File: config.mk
export PLATFORM = sky130hd
export DESIGN_NAME = intc_top
export DESIGN_NICKNAME = d
export VERILOG_FILES = /design/src/rtl/intc_pkg.sv /design/src/rtl/intc_sync.sv /design/src/rtl/intc_datapath.sv /design/src/rtl/intc_ctrl.sv /design/src/rtl/intc_top.sv
export SDC_FILE = /design/constraint.sdc
export NUM_CORES = 1
export LEC_CHECK = 0
export ABC_AREA = 1
export CORE_MARGIN = 5
export CORE_UTILIZATION = 58
export CTS_CLUSTER_SIZE = 30
export DETAILED_ROUTE_END_ITERATION = 10
export PLACE_DENSITY = 0.87
export SKIP_CTS_REPAIR_TIMING = 1
export SYNTH_ARGS = -nofsm -noshare
export SYNTH_HDL_FRONTEND = slang
export SYNTH_HIERARCHICAL = 1
export SYNTH_SLANG_ARGS = --single-unit
File: constraint.sdc
create_clock -name clk -period 5.7 [get_ports clk]
set_input_delay 1.14 -clock clk [delete_from_list [all_inputs] [get_ports clk]]
set_output_delay 1.14 -clock clk [all_outputs]
set_load 0.1 [all_outputs]
File: src/rtl/intc_pkg.sv
package intc_pkg;

  // word addresses of the register file
  localparam int A_VECTOR  = 'h00;
  localparam int A_PROTECT = 'h02;
  localparam int A_EXTCFG  = 'h03;
  localparam int A_PEND    = 'h04;
  localparam int A_FAST    = 'h08;
  localparam int A_ENABLE  = 'h10;
  localparam int A_MASK    = 'h14;

  typedef enum logic [1:0] {
    TRIG_HIGH = 2'd0,
    TRIG_RISE = 2'd1,
    TRIG_LOW  = 2'd2,
    TRIG_FALL = 2'd3
  } trigMode_t;

  // control -> datapath strobes
  typedef struct packed {
    logic      src0Clr;
    trigMode_t trigMode;
  } ctrlStrobe_t;

endpackage

File: src/rtl/intc_sync.sv
module intc_sync #(
  parameter int WIDTH  = 96,
  parameter int STAGES = 2
) (
  input  logic             clk,
  input  logic             rstN,
  input  logic [WIDTH-1:0] din,
  output logic [WIDTH-1:0] dout
);

  logic [WIDTH-1:0] stage [STAGES];

  always_ff @(posedge clk) begin
    if (!rstN) begin
      for (int s = 0; s < STAGES; s++) stage[s] <= '0;
    end else begin
      stage[0] <= din;
      for (int s = 1; s < STAGES; s++) stage[s] <= stage[s-1];
    end
  end

  assign dout = stage[STAGES-1];

endmodule

File: src/rtl/intc_datapath.sv
module intc_datapath
  import intc_pkg::*;
#(
  parameter int NUM_BANKS   = 3,
  parameter int BANK_W      = 32,
  parameter int SYNC_STAGES = 2,
  localparam int NUM_SRC    = NUM_BANKS * BANK_W,
  localparam int IDX_W      = $clog2(NUM_SRC)
) (
  input  logic               clk,
  input  logic               rstN,
  input  logic [NUM_SRC-1:0] irqLines,
  input  ctrlStrobe_t        strobe,
  input  logic [NUM_SRC-1:0] enableBits,
  input  logic [NUM_SRC-1:0] maskBits,
  output logic [NUM_SRC-1:0] pendBits,
  output logic [IDX_W-1:0]   vecIdx,
  output logic               vecAny,
  output logic               irqOut
);

  logic [NUM_SRC-1:0] lvl;
  logic [NUM_SRC-1:0] pend;
  logic [NUM_SRC-1:0] active;
  logic               lvl0Prev;
  logic               trig0;

  intc_sync #(.WIDTH(NUM_SRC), .STAGES(SYNC_STAGES)) uSync (
    .clk  (clk),
    .rstN (rstN),
    .din  (irqLines),
    .dout (lvl)
  );

  always_ff @(posedge clk) begin
    if (!rstN) lvl0Prev <= 1'b0;
    else       lvl0Prev <= lvl[0];
  end

  always_comb begin
    unique case (strobe.trigMode)
      TRIG_HIGH: trig0 = lvl[0];
      TRIG_RISE: trig0 = lvl[0] & ~lvl0Prev;
      TRIG_LOW:  trig0 = ~lvl[0];
      TRIG_FALL: trig0 = ~lvl[0] & lvl0Prev;
      default:   trig0 = 1'b0;
    endcase
  end

  // source 0 latches (set beats clear), others follow the level
  always_ff @(posedge clk) begin
    if (!rstN) begin
      pend <= '0;
    end else begin
      pend[0]           <= trig0 | (pend[0] & ~strobe.src0Clr);
      pend[NUM_SRC-1:1] <= lvl[NUM_SRC-1:1];
    end
  end

  assign pendBits = pend;
  assign active   = pend & enableBits & ~maskBits;

  // lowest index wins
  always_comb begin
    vecIdx = '0;
    vecAny = 1'b0;
    for (int i = NUM_SRC - 1; i >= 0; i--) begin
      if (active[i]) begin
        vecIdx = IDX_W'(i);
        vecAny = 1'b1;
      end
    end
  end

  always_ff @(posedge clk) begin
    if (!rstN) irqOut <= 1'b0;
    else       irqOut <= |active;
  end

  assert_vec_active_R2: assert property (@(posedge clk) disable iff (!rstN)
    vecAny |-> active[vecIdx]);

  assert_vec_lowest_R2: assert property (@(posedge clk) disable iff (!rstN)
    vecAny |-> ((active & ((NUM_SRC'(1) << vecIdx) - NUM_SRC'(1))) == '0));

  assert_src0_sticky_R4: assert property (@(posedge clk) disable iff (!rstN)
    ($past(pend[0]) && !$past(strobe.src0Clr)) |-> pend[0]);

  assert_clear_loses_R9: assert property (@(posedge clk) disable iff (!rstN)
    (trig0 && strobe.src0Clr) |=> pend[0]);

  assert_irq_fall_R6: assert property (@(posedge clk) disable iff (!rstN)
    $fell(irqOut) |-> ($past(active) == '0));

endmodule

File: src/rtl/intc_ctrl.sv
module intc_ctrl
  import intc_pkg::*;
#(
  parameter int NUM_BANKS = 3,
  parameter int BANK_W    = 32,
  parameter int ADDR_W    = 6,
  localparam int NUM_SRC  = NUM_BANKS * BANK_W,
  localparam int IDX_W    = $clog2(NUM_SRC)
) (
  input  logic               clk,
  input  logic               rstN,
  input  logic               wrEn,
  input  logic               rdEn,
  input  logic               privIn,
  input  logic [ADDR_W-1:0]  addr,
  input  logic [BANK_W-1:0]  wrData,
  input  logic [NUM_SRC-1:0] pendBits,
  input  logic [IDX_W-1:0]   vecIdx,
  input  logic               vecAny,
  output ctrlStrobe_t        strobe,
  output logic [NUM_SRC-1:0] enableBits,
  output logic [NUM_SRC-1:0] maskBits,
  output logic [BANK_W-1:0]  rdData
);

  logic        protOn;
  trigMode_t   trigMode;
  logic        wrOk;
  logic [BANK_W-1:0] rdNext;

  assign wrOk = wrEn && (!protOn || privIn);

  always_ff @(posedge clk) begin
    if (!rstN) begin
      protOn   <= 1'b0;
      trigMode <= TRIG_HIGH;
    end else if (wrOk) begin
      if (addr == ADDR_W'(A_PROTECT)) protOn   <= wrData[0];
      if (addr == ADDR_W'(A_EXTCFG))  trigMode <= trigMode_t'(wrData[1:0]);
    end
  end

  for (genvar b = 0; b < NUM_BANKS; b++) begin : gBank
    logic [BANK_W-1:0] enR;
    logic [BANK_W-1:0] mkR;
    always_ff @(posedge clk) begin
      if (!rstN) begin
        enR <= '0;
        mkR <= '0;
      end else if (wrOk) begin
        if (addr == ADDR_W'(A_ENABLE + b)) enR <= wrData;
        if (addr == ADDR_W'(A_MASK + b))   mkR <= wrData;
      end
    end
    assign enableBits[b*BANK_W +: BANK_W] = enR;
    assign maskBits[b*BANK_W +: BANK_W]   = mkR;
  end

  assign strobe.src0Clr  = wrOk && (addr == ADDR_W'(A_PEND)) && wrData[0];
  assign strobe.trigMode = trigMode;

  always_comb begin
    rdNext = '0;
    if (addr == ADDR_W'(A_VECTOR))  rdNext = vecAny ? BANK_W'({vecIdx, 2'b00}) : '0;
    if (addr == ADDR_W'(A_PROTECT)) rdNext = BANK_W'(protOn);
    if (addr == ADDR_W'(A_EXTCFG))  rdNext = BANK_W'(trigMode);
    for (int b = 0; b < NUM_BANKS; b++) begin
      if (addr == ADDR_W'(A_PEND + b))   rdNext = pendBits[b*BANK_W +: BANK_W];
      if (addr == ADDR_W'(A_FAST + b))   rdNext = '0;
      if (addr == ADDR_W'(A_ENABLE + b)) rdNext = enableBits[b*BANK_W +: BANK_W];
      if (addr == ADDR_W'(A_MASK + b))   rdNext = maskBits[b*BANK_W +: BANK_W];
    end
  end

  always_ff @(posedge clk) begin
    if (!rstN)     rdData <= '0;
    else if (rdEn) rdData <= rdNext;
  end

  assert_prot_block_R7: assert property (@(posedge clk) disable iff (!rstN)
    (wrEn && protOn && !privIn) |=>
      ($stable(enableBits) && $stable(maskBits) && $stable(protOn) && $stable(trigMode)));

  assert_rd_hold_R10: assert property (@(posedge clk) disable iff (!rstN)
    !rdEn |=> $stable(rdData));

  assert_vec_format_R2: assert property (@(posedge clk) disable iff (!rstN)
    (rdEn && addr == ADDR_W'(A_VECTOR)) |=>
      (rdData[1:0] == 2'b00 && rdData[BANK_W-1:IDX_W+2] == '0));

endmodule

File: src/rtl/intc_top.sv
module intc_top
  import intc_pkg::*;
#(
  parameter int NUM_BANKS   = 3,
  parameter int BANK_W      = 32,
  parameter int ADDR_W      = 6,
  parameter int SYNC_STAGES = 2,
  localparam int NUM_SRC    = NUM_BANKS * BANK_W,
  localparam int IDX_W      = $clog2(NUM_SRC)
) (
  input  logic               clk,
  input  logic               rstN,
  input  logic [NUM_SRC-1:0] irqLines,
  input  logic               privIn,
  input  logic               wrEn,
  input  logic               rdEn,
  input  logic [ADDR_W-1:0]  addr,
  input  logic [BANK_W-1:0]  wrData,
  output logic [BANK_W-1:0]  rdData,
  output logic               irqOut
);

  ctrlStrobe_t        strobe;
  logic [NUM_SRC-1:0] enableBits;
  logic [NUM_SRC-1:0] maskBits;
  logic [NUM_SRC-1:0] pendBits;
  logic [IDX_W-1:0]   vecIdx;
  logic               vecAny;

  intc_ctrl #(.NUM_BANKS(NUM_BANKS), .BANK_W(BANK_W), .ADDR_W(ADDR_W)) uCtrl (
    .clk        (clk),
    .rstN       (rstN),
    .wrEn       (wrEn),
    .rdEn       (rdEn),
    .privIn     (privIn),
    .addr       (addr),
    .wrData     (wrData),
    .pendBits   (pendBits),
    .vecIdx     (vecIdx),
    .vecAny     (vecAny),
    .strobe     (strobe),
    .enableBits (enableBits),
    .maskBits   (maskBits),
    .rdData     (rdData)
  );

  intc_datapath #(.NUM_BANKS(NUM_BANKS), .BANK_W(BANK_W), .SYNC_STAGES(SYNC_STAGES)) uPath (
    .clk        (clk),
    .rstN       (rstN),
    .irqLines   (irqLines),
    .strobe     (strobe),
    .enableBits (enableBits),
    .maskBits   (maskBits),
    .pendBits   (pendBits),
    .vecIdx     (vecIdx),
    .vecAny     (vecAny),
    .irqOut     (irqOut)
  );

endmodule

* Word level (Yosys, flattened, before mapping)
Memory sizes are Yosys's and may differ from the RTL's.
Index checks and enable logic that the tools add are counted.
** Word-level totals
- RAM bits :: 192
- Input port bits :: 139
- Bits in registers :: 325
- Memories :: 1
- Output and inout port bits :: 33
** Memory list
- uPath.uSync.stage :: words 2, bits a word 96, read ports 2, clocked after memory_dff 0, wr ports 2, RTL line intc_sync.sv:11 : logic [WIDTH-1:0] stage [STAGES];
** Operators by class
- Reduce and logical (&&, ||, !) cells :: 16
- Mux-type cells :: 213
- Equal/unequal tests :: 17
- Bitwise logic cells :: 12
** Operators with widths (number)
- 7-bit two-way mux :: 96
- 32-bit two-way mux :: 15
- 96-bit AND :: 2
- 96-bit two-way mux :: 2
- 1-bit two-way mux :: 98
- 96-bit inverter :: 1
- 96-bit OR reduction :: 1
- 6-bit by 5-bit == test with 1-bit output, second input constant :: 6
- 6-bit by 3-bit == test with 1-bit output, second input constant :: 3
- 6-bit by 4-bit == test with 1-bit output, second input constant :: 3
- 2-bit AND reduction :: 8
- 6-bit by 2-bit == test with 1-bit output, second input constant :: 2
- 9-bit two-way mux :: 1
- 6-bit zero test :: 1
- 2-bit == test, second input constant :: 2
- 1-bit one-hot mux with 4 select lines :: 1
- 1-bit AND :: 3
- 1-bit logical AND :: 3
- 1-bit inverter :: 3
- 1-bit OR :: 3
- 2-bit by 1-bit == test with 1-bit output, second input constant :: 1
- 2-bit zero test :: 1
- 1-bit zero test :: 1
- 1-bit logical OR :: 1

* Logic depth before layout (Yosys ltp)
- Depth after elaboration :: 114
- Mapped depth :: 106

* Cells and area by module
Netlist, hierarchy kept.
** Modules (own cells, without submodules)
- intc_ctrl :: cells an instance 1593, instances 1, area an instance 10561.4 um2
- intc_sync :: cells an instance 693, instances 1, area an instance 6236.0 um2
- intc_datapath :: cells an instance 858, instances 1, area an instance 5192.5 um2

* Least setup slack after synthesis
No wires, ideal clock.
- Path type :: flip-flop to flip-flop
- Start point :: reg uCtrl.gBank[2].enR[31]
- End point :: reg uCtrl.rdData[2]
- Cell stages (with the launch flop) :: 107
- Path slack :: 0.612 ns
- Data arrival time :: 5.017 ns
- Setup time :: 0.071 ns
- Required time :: 5.629 ns
- Clock period less this slack :: 5.088 ns
- Cells stage by stage :: dfxtp_1 nand2_1 nor2_2 nand2_1 nand2_1 nand2_1 nand2_1 nand2_1 nand2_1 nand2_1 nand2_1 nand2_1 nand2_1 nand2_1 nand2_1 nand2_1 nand2_1 nand2_1 [... 71 more ...] nand2_1 nand2_1 nand2_1 nand2_1 nand2_1 nand2_1 nand2_1 a21oi_2 nand2_1 inv_1 nand2_1 nand3_1 o21bai_1 nand3b_1 nand2_1 nand2_1 nand2_1 a21oi_1
** On the way
- Cells in the longest elaborated chain, start to end :: 114
- Elaborated cells on any way between the ends :: 210
- Classes of those cells :: mux (208); bitwise (2)
** Ends and longest elaborated chain
- from (decl) :: RTL line intc_ctrl.sv:44 : logic [BANK_W-1:0] enR;
- from (signal assigned) :: RTL line intc_ctrl.sv:51 : if (addr == ADDR_W'(A_ENABLE + b)) enR <= wrData;
- 96-bit AND (2 in series) :: RTL line intc_datapath.sv:61 : assign active = pend & enableBits & ~maskBits;
- 7-bit two-way mux (96 in series) :: RTL line intc_datapath.sv:68 : if (active[i]) begin
- named net vecIdx[0] :: RTL line intc_top.sv:27 : logic [IDX_W-1:0] vecIdx;
- 9-bit two-way mux :: RTL line intc_ctrl.sv:64 : if (addr == ADDR_W'(A_VECTOR)) rdNext = vecAny ? BANK_W'({vecIdx, 2'b00}) : '0;
- 32-bit two-way mux :: RTL line intc_ctrl.sv:64
- 32-bit two-way mux :: RTL line intc_ctrl.sv:65 : if (addr == ADDR_W'(A_PROTECT)) rdNext = BANK_W'(protOn);
- 32-bit two-way mux :: RTL line intc_ctrl.sv:66 : if (addr == ADDR_W'(A_EXTCFG)) rdNext = BANK_W'(trigMode);
- 32-bit two-way mux :: RTL line intc_ctrl.sv:68 : if (addr == ADDR_W'(A_PEND + b)) rdNext = pendBits[b*BANK_W +: BANK_W];
- [... 3 more ...]
- 32-bit two-way mux :: RTL line intc_ctrl.sv:68
- 32-bit two-way mux :: RTL line intc_ctrl.sv:69 : if (addr == ADDR_W'(A_FAST + b)) rdNext = '0;
- 32-bit two-way mux :: RTL line intc_ctrl.sv:70 : if (addr == ADDR_W'(A_ENABLE + b)) rdNext = enableBits[b*BANK_W +: BANK_W];
- 32-bit two-way mux :: RTL line intc_ctrl.sv:71 : if (addr == ADDR_W'(A_MASK + b)) rdNext = maskBits[b*BANK_W +: BANK_W];
- 32-bit two-way mux :: RTL line intc_ctrl.sv:68
- 32-bit two-way mux :: RTL line intc_ctrl.sv:69
- 32-bit two-way mux :: RTL line intc_ctrl.sv:70
- 32-bit two-way mux :: RTL line intc_ctrl.sv:71
- to (signal assigned) :: RTL line intc_ctrl.sv:77 : else if (rdEn) rdData <= rdNext;
- to (decl) :: RTL line intc_ctrl.sv:23 : output logic [BANK_W-1:0] rdData
The timed path passes the listed nets, and every way through them passes these cells.
A chain may end at the register's enable or synchronous reset.

* Worst setup path in the final report
- Start point :: reg uCtrl.gBank[2].enR[30]
- End point :: reg uCtrl.rdData[2]
** On the way
- Cells in the longest elaborated chain, start to end :: 113
- Elaborated cells on any way between the ends :: 208
- Classes of those cells :: mux (206); bitwise (2)
** Ends and longest elaborated chain (RTL line)
- 96-bit AND (2 in series) :: intc_datapath.sv:61
- 7-bit two-way mux (95 in series) :: intc_datapath.sv:68
- named net vecIdx[0] :: intc_top.sv:27
- 9-bit two-way mux :: intc_ctrl.sv:64
- 32-bit two-way mux :: intc_ctrl.sv:64
- 32-bit two-way mux :: intc_ctrl.sv:65
- 32-bit two-way mux :: intc_ctrl.sv:66
- 32-bit two-way mux :: intc_ctrl.sv:68
- [... 3 more ...]
- 32-bit two-way mux :: intc_ctrl.sv:68
- 32-bit two-way mux :: intc_ctrl.sv:69
- 32-bit two-way mux :: intc_ctrl.sv:70
- 32-bit two-way mux :: intc_ctrl.sv:71
- 32-bit two-way mux :: intc_ctrl.sv:68
- 32-bit two-way mux :: intc_ctrl.sv:69
- 32-bit two-way mux :: intc_ctrl.sv:70
- 32-bit two-way mux :: intc_ctrl.sv:71
The timed path passes the listed nets, and every way through them passes these cells.

==> results.cfg <==
[outcome]
status = complete, but fails checks
violations = setup timing

[cts]
htree_levels = 2
cts_buffers = 49
cts-root-buf = clkbuf_16
clock_path_buffers = 3
clk_pin_slew_ns = 0.06
worstSkewPairLatency_ns = 0.58
cts_tree = yes
clock_sinks = 517

[job]
drv_cap = 0

[drt]
first_pass_iters = 6
vias_per_cell = 4.96
drtIter0Drc = 1925
drt_wl_total_um = 54300
num_vias = 18400
drcViolationCount = 0
wl_per_cell_um = 14.6
antenna_left = 0

[power_and_ir_drop]
clkPwrFrac_pct = 45.4
ir_drop_mv = 0.193
intPower_mw = 5.96
power_frac_seq_pct = 49.3
switchingPower_mw = 1.64
power.share.combinational_pct = 5.2
p_per_area_nw_per_um2 = 305
p_leak_nw = 12.9
switching_share_pct = 21.6
power_mw = 7.60

[placed_design]
place_inst = 3631
portBuffers = 171
gp_congestion = 0.936
pre_cts_slack_ns = -0.245
dp.final_hpwl_um = 37000

[global_routing]
grt_max_degree = 172
top_usage_layer = met2
grt_pass1_vias = 17000
track_usage_pct = 25.6
gr-usage-met2_pct = 38.2
grt_pass1_wl_um = 87100
antenna_found_initial = 0
use_met3_pct = 4.84
grt-ovfl-total = 0
use_met1_pct = 36.6

[setup_path]
worst-setup-path-type = flop to flop
critPathMaxFanout = 2
cp.required_ns = 6.14
cp_common_cell = nand2_1
r2r_cells = 105
endpoint_kind = flop
max_stage_delay_ns = 0.34
worstPathArrival_ns = 6.58
start_kind = flop
slowest_stage = dfxtp_1

[finish]
postLayoutCoreUtil_pct = 66.4
final_nets = 3310
area_growth_pct = 13.5
final_cells = 3719
seq_area_sq_um = 10400
drive_above_1_share_pct = 5.77
fillers = 3137
multi_input_area_sq_um = 8020
antennaDiodeCount = 0

[synth]
synth_top_cell_by_area = dfxtp_1
syn_area_sq_um = 22000
yosys_warnings = 6
syn_avg_cell_area_sq_um = 6.99
yosysTopAreaCellShare_pct = 47.1
synth.distinct_cells = 37
ys_ff_latch = 517
synthesis.nets = 3283
synthTopCellsByArea = dfxtp_1, nand2_1, inv_1
synth_cells = 3144
ys_seq_area_share_pct = 47.1

[sta]
rsz0062_at_grt = true
holdWs_ns = 0.401
slew_viol_final = 0
period_share_pct = 108
setup_viol = 1
relSlewSlack_pct = 22.0
fin_crit_ns = 6.14
skew_ns = 0.0295
clock.fmax_mhz = 163
fin_ws_ns = -0.439
finalHoldViolations = 0
worstMarginPinSlew_ns = 1.17

[worst_hold_path]
min_path_cells = 2
hp-class = flop to flop

[die]
die_area_sq_um = 41900
rows = 71
pin_count = 172
start_util_pct = 58.5
die_x_um = 205
fp.dieH_um = 205
core_area_sq_um = 37600
layout make-up:
class,count,share of cell area [%]
clock inverter,23,1.35
timing repair buffer,207,8.01
clock buffer,65,5.61
sequential,517,41.5
multi-input combinational,1883,32.2
tap,511,2.56
inverter,513,8.82
final timing paths:
path,startpoint,end,slack [ns]
worst min-delay path,uPath/uSync/stage[0][64],uPath/uSync/stage[0][160],0.40
worst max register to register,uCtrl/gBank[2].enR[30],uCtrl/rdData[2],-0.44
worst min register to register,uPath/uSync/stage[0][64],uPath/uSync/stage[0][160],0.40
worst max-delay path,uCtrl/gBank[2].enR[30],uCtrl/rdData[2],-0.44
metrics by stage:
stage | TNS, ns | instance area, sq um
after floorplan | 0 | 22000
after global placement | -0.170 | 23200
after detailed placement | -0.245 | 23200
after CTS | -0.345 | 24900
after global routing | -1.46 | 25000
final | -0.439 | 25000
power groups by stage:
stage / combinational, mW / sequential [mW] / clock (mW)
finish: 0.398 / 3.75 / 3.45
global route: 0.441 / 3.75 / 3.66
CTS: 0.393 / 3.75 / 3.51
detailed placement: 0.390 / 3.83 / 0
global placement: 0.387 / 3.83 / 0
floorplan: 0.233 / 3.84 / 0
metal layers:
layer / up-vias / wire [um]
li1: 9348 / -
met1: 8011 / 23500
met2: 921 / 22900
met3: 149 / 5630
met4: 0 / 2260
met5: - / 0
synth_stat cells:
cell type,n
nand2_1,857
dfxtp_1,517
inv_1,478
nor2_1,474
o21ai_0,258
a21oi_1,125
buf_4,98
clkbuf_1,79
o21ai_1,31
buf_2,30
nand3_1,26
buf_6,21
o21bai_1,21
bufinv_8,20
or2_0,20
inv_2,13
o22ai_1,11
nand3b_1,10
nor2_2,9
or2_1,7
nor2_4,6
or2_2,6
a31oi_1,4
buf_1,3
nor3_1,3
a21boi_0,2
clkinv_1,2
nand2_2,2
nand3b_4,2
nand4_1,2
a211oi_1,1
a21oi_2,1
nand2_4,1
nand3_2,1
nor4_1,1
o211ai_1,1
o31ai_1,1
cell usage in the layout (no fill, tap or decap), types with 10 or more instances in the layout:
master / synthesis / routed
nand2_1: 857 / 855
nand3_1: 26 / 26
dfxtp_1: 517 / 514
o22ai_1: 11 / 11
buf_4: 98 / 35
nor2_1: 474 / 474
o21ai_0: 258 / 258
inv_2: 13 / 13
or2_0: 20 / 20
inv_1: 478 / 478
bufinv_8: 20 / 20
o21ai_1: 31 / 31
clkdlybuf4s50_1: 0 / 170
a21oi_1: 125 / 124
nand3b_1: 10 / 10
o21bai_1: 21 / 21
clkbuf_16: 0 / 51
sequential cells by signal, summed over array words and instances (netlist names):
signal and flops:
uCtrl/rdData 32, uPath/uSync/stage 192, uCtrl/gBank.mkR 96, uPath/pendBits 96
uPath/lvl0Prev 1, uCtrl/gBank.enR 96, uPath/irqOut 1, uCtrl/protOn 1
uCtrl/trigMode 2
kinds of logic (layout without fill, tap and decap cells):
group | count (synthesis) | count (layout) | share of synthesized area, %
DFF | 517 | 517 | 47.1
and+or+nand+nor | 1427 | 1427 | 25.6
buffers and inverters | 744 | 808 | 16.5
AOI/OAI and AO/OA | 456 | 456 | 10.8
critical path, delay by kind of cell, from the launching register on:
kind,cells,cell delay (ns)
and+or+nand+nor,101,5.37
DFF,1,0.34
AOI/OAI and AO/OA,3,0.28
buffers and inverters,1,0.04
Power figures use the tool's default switching activity.
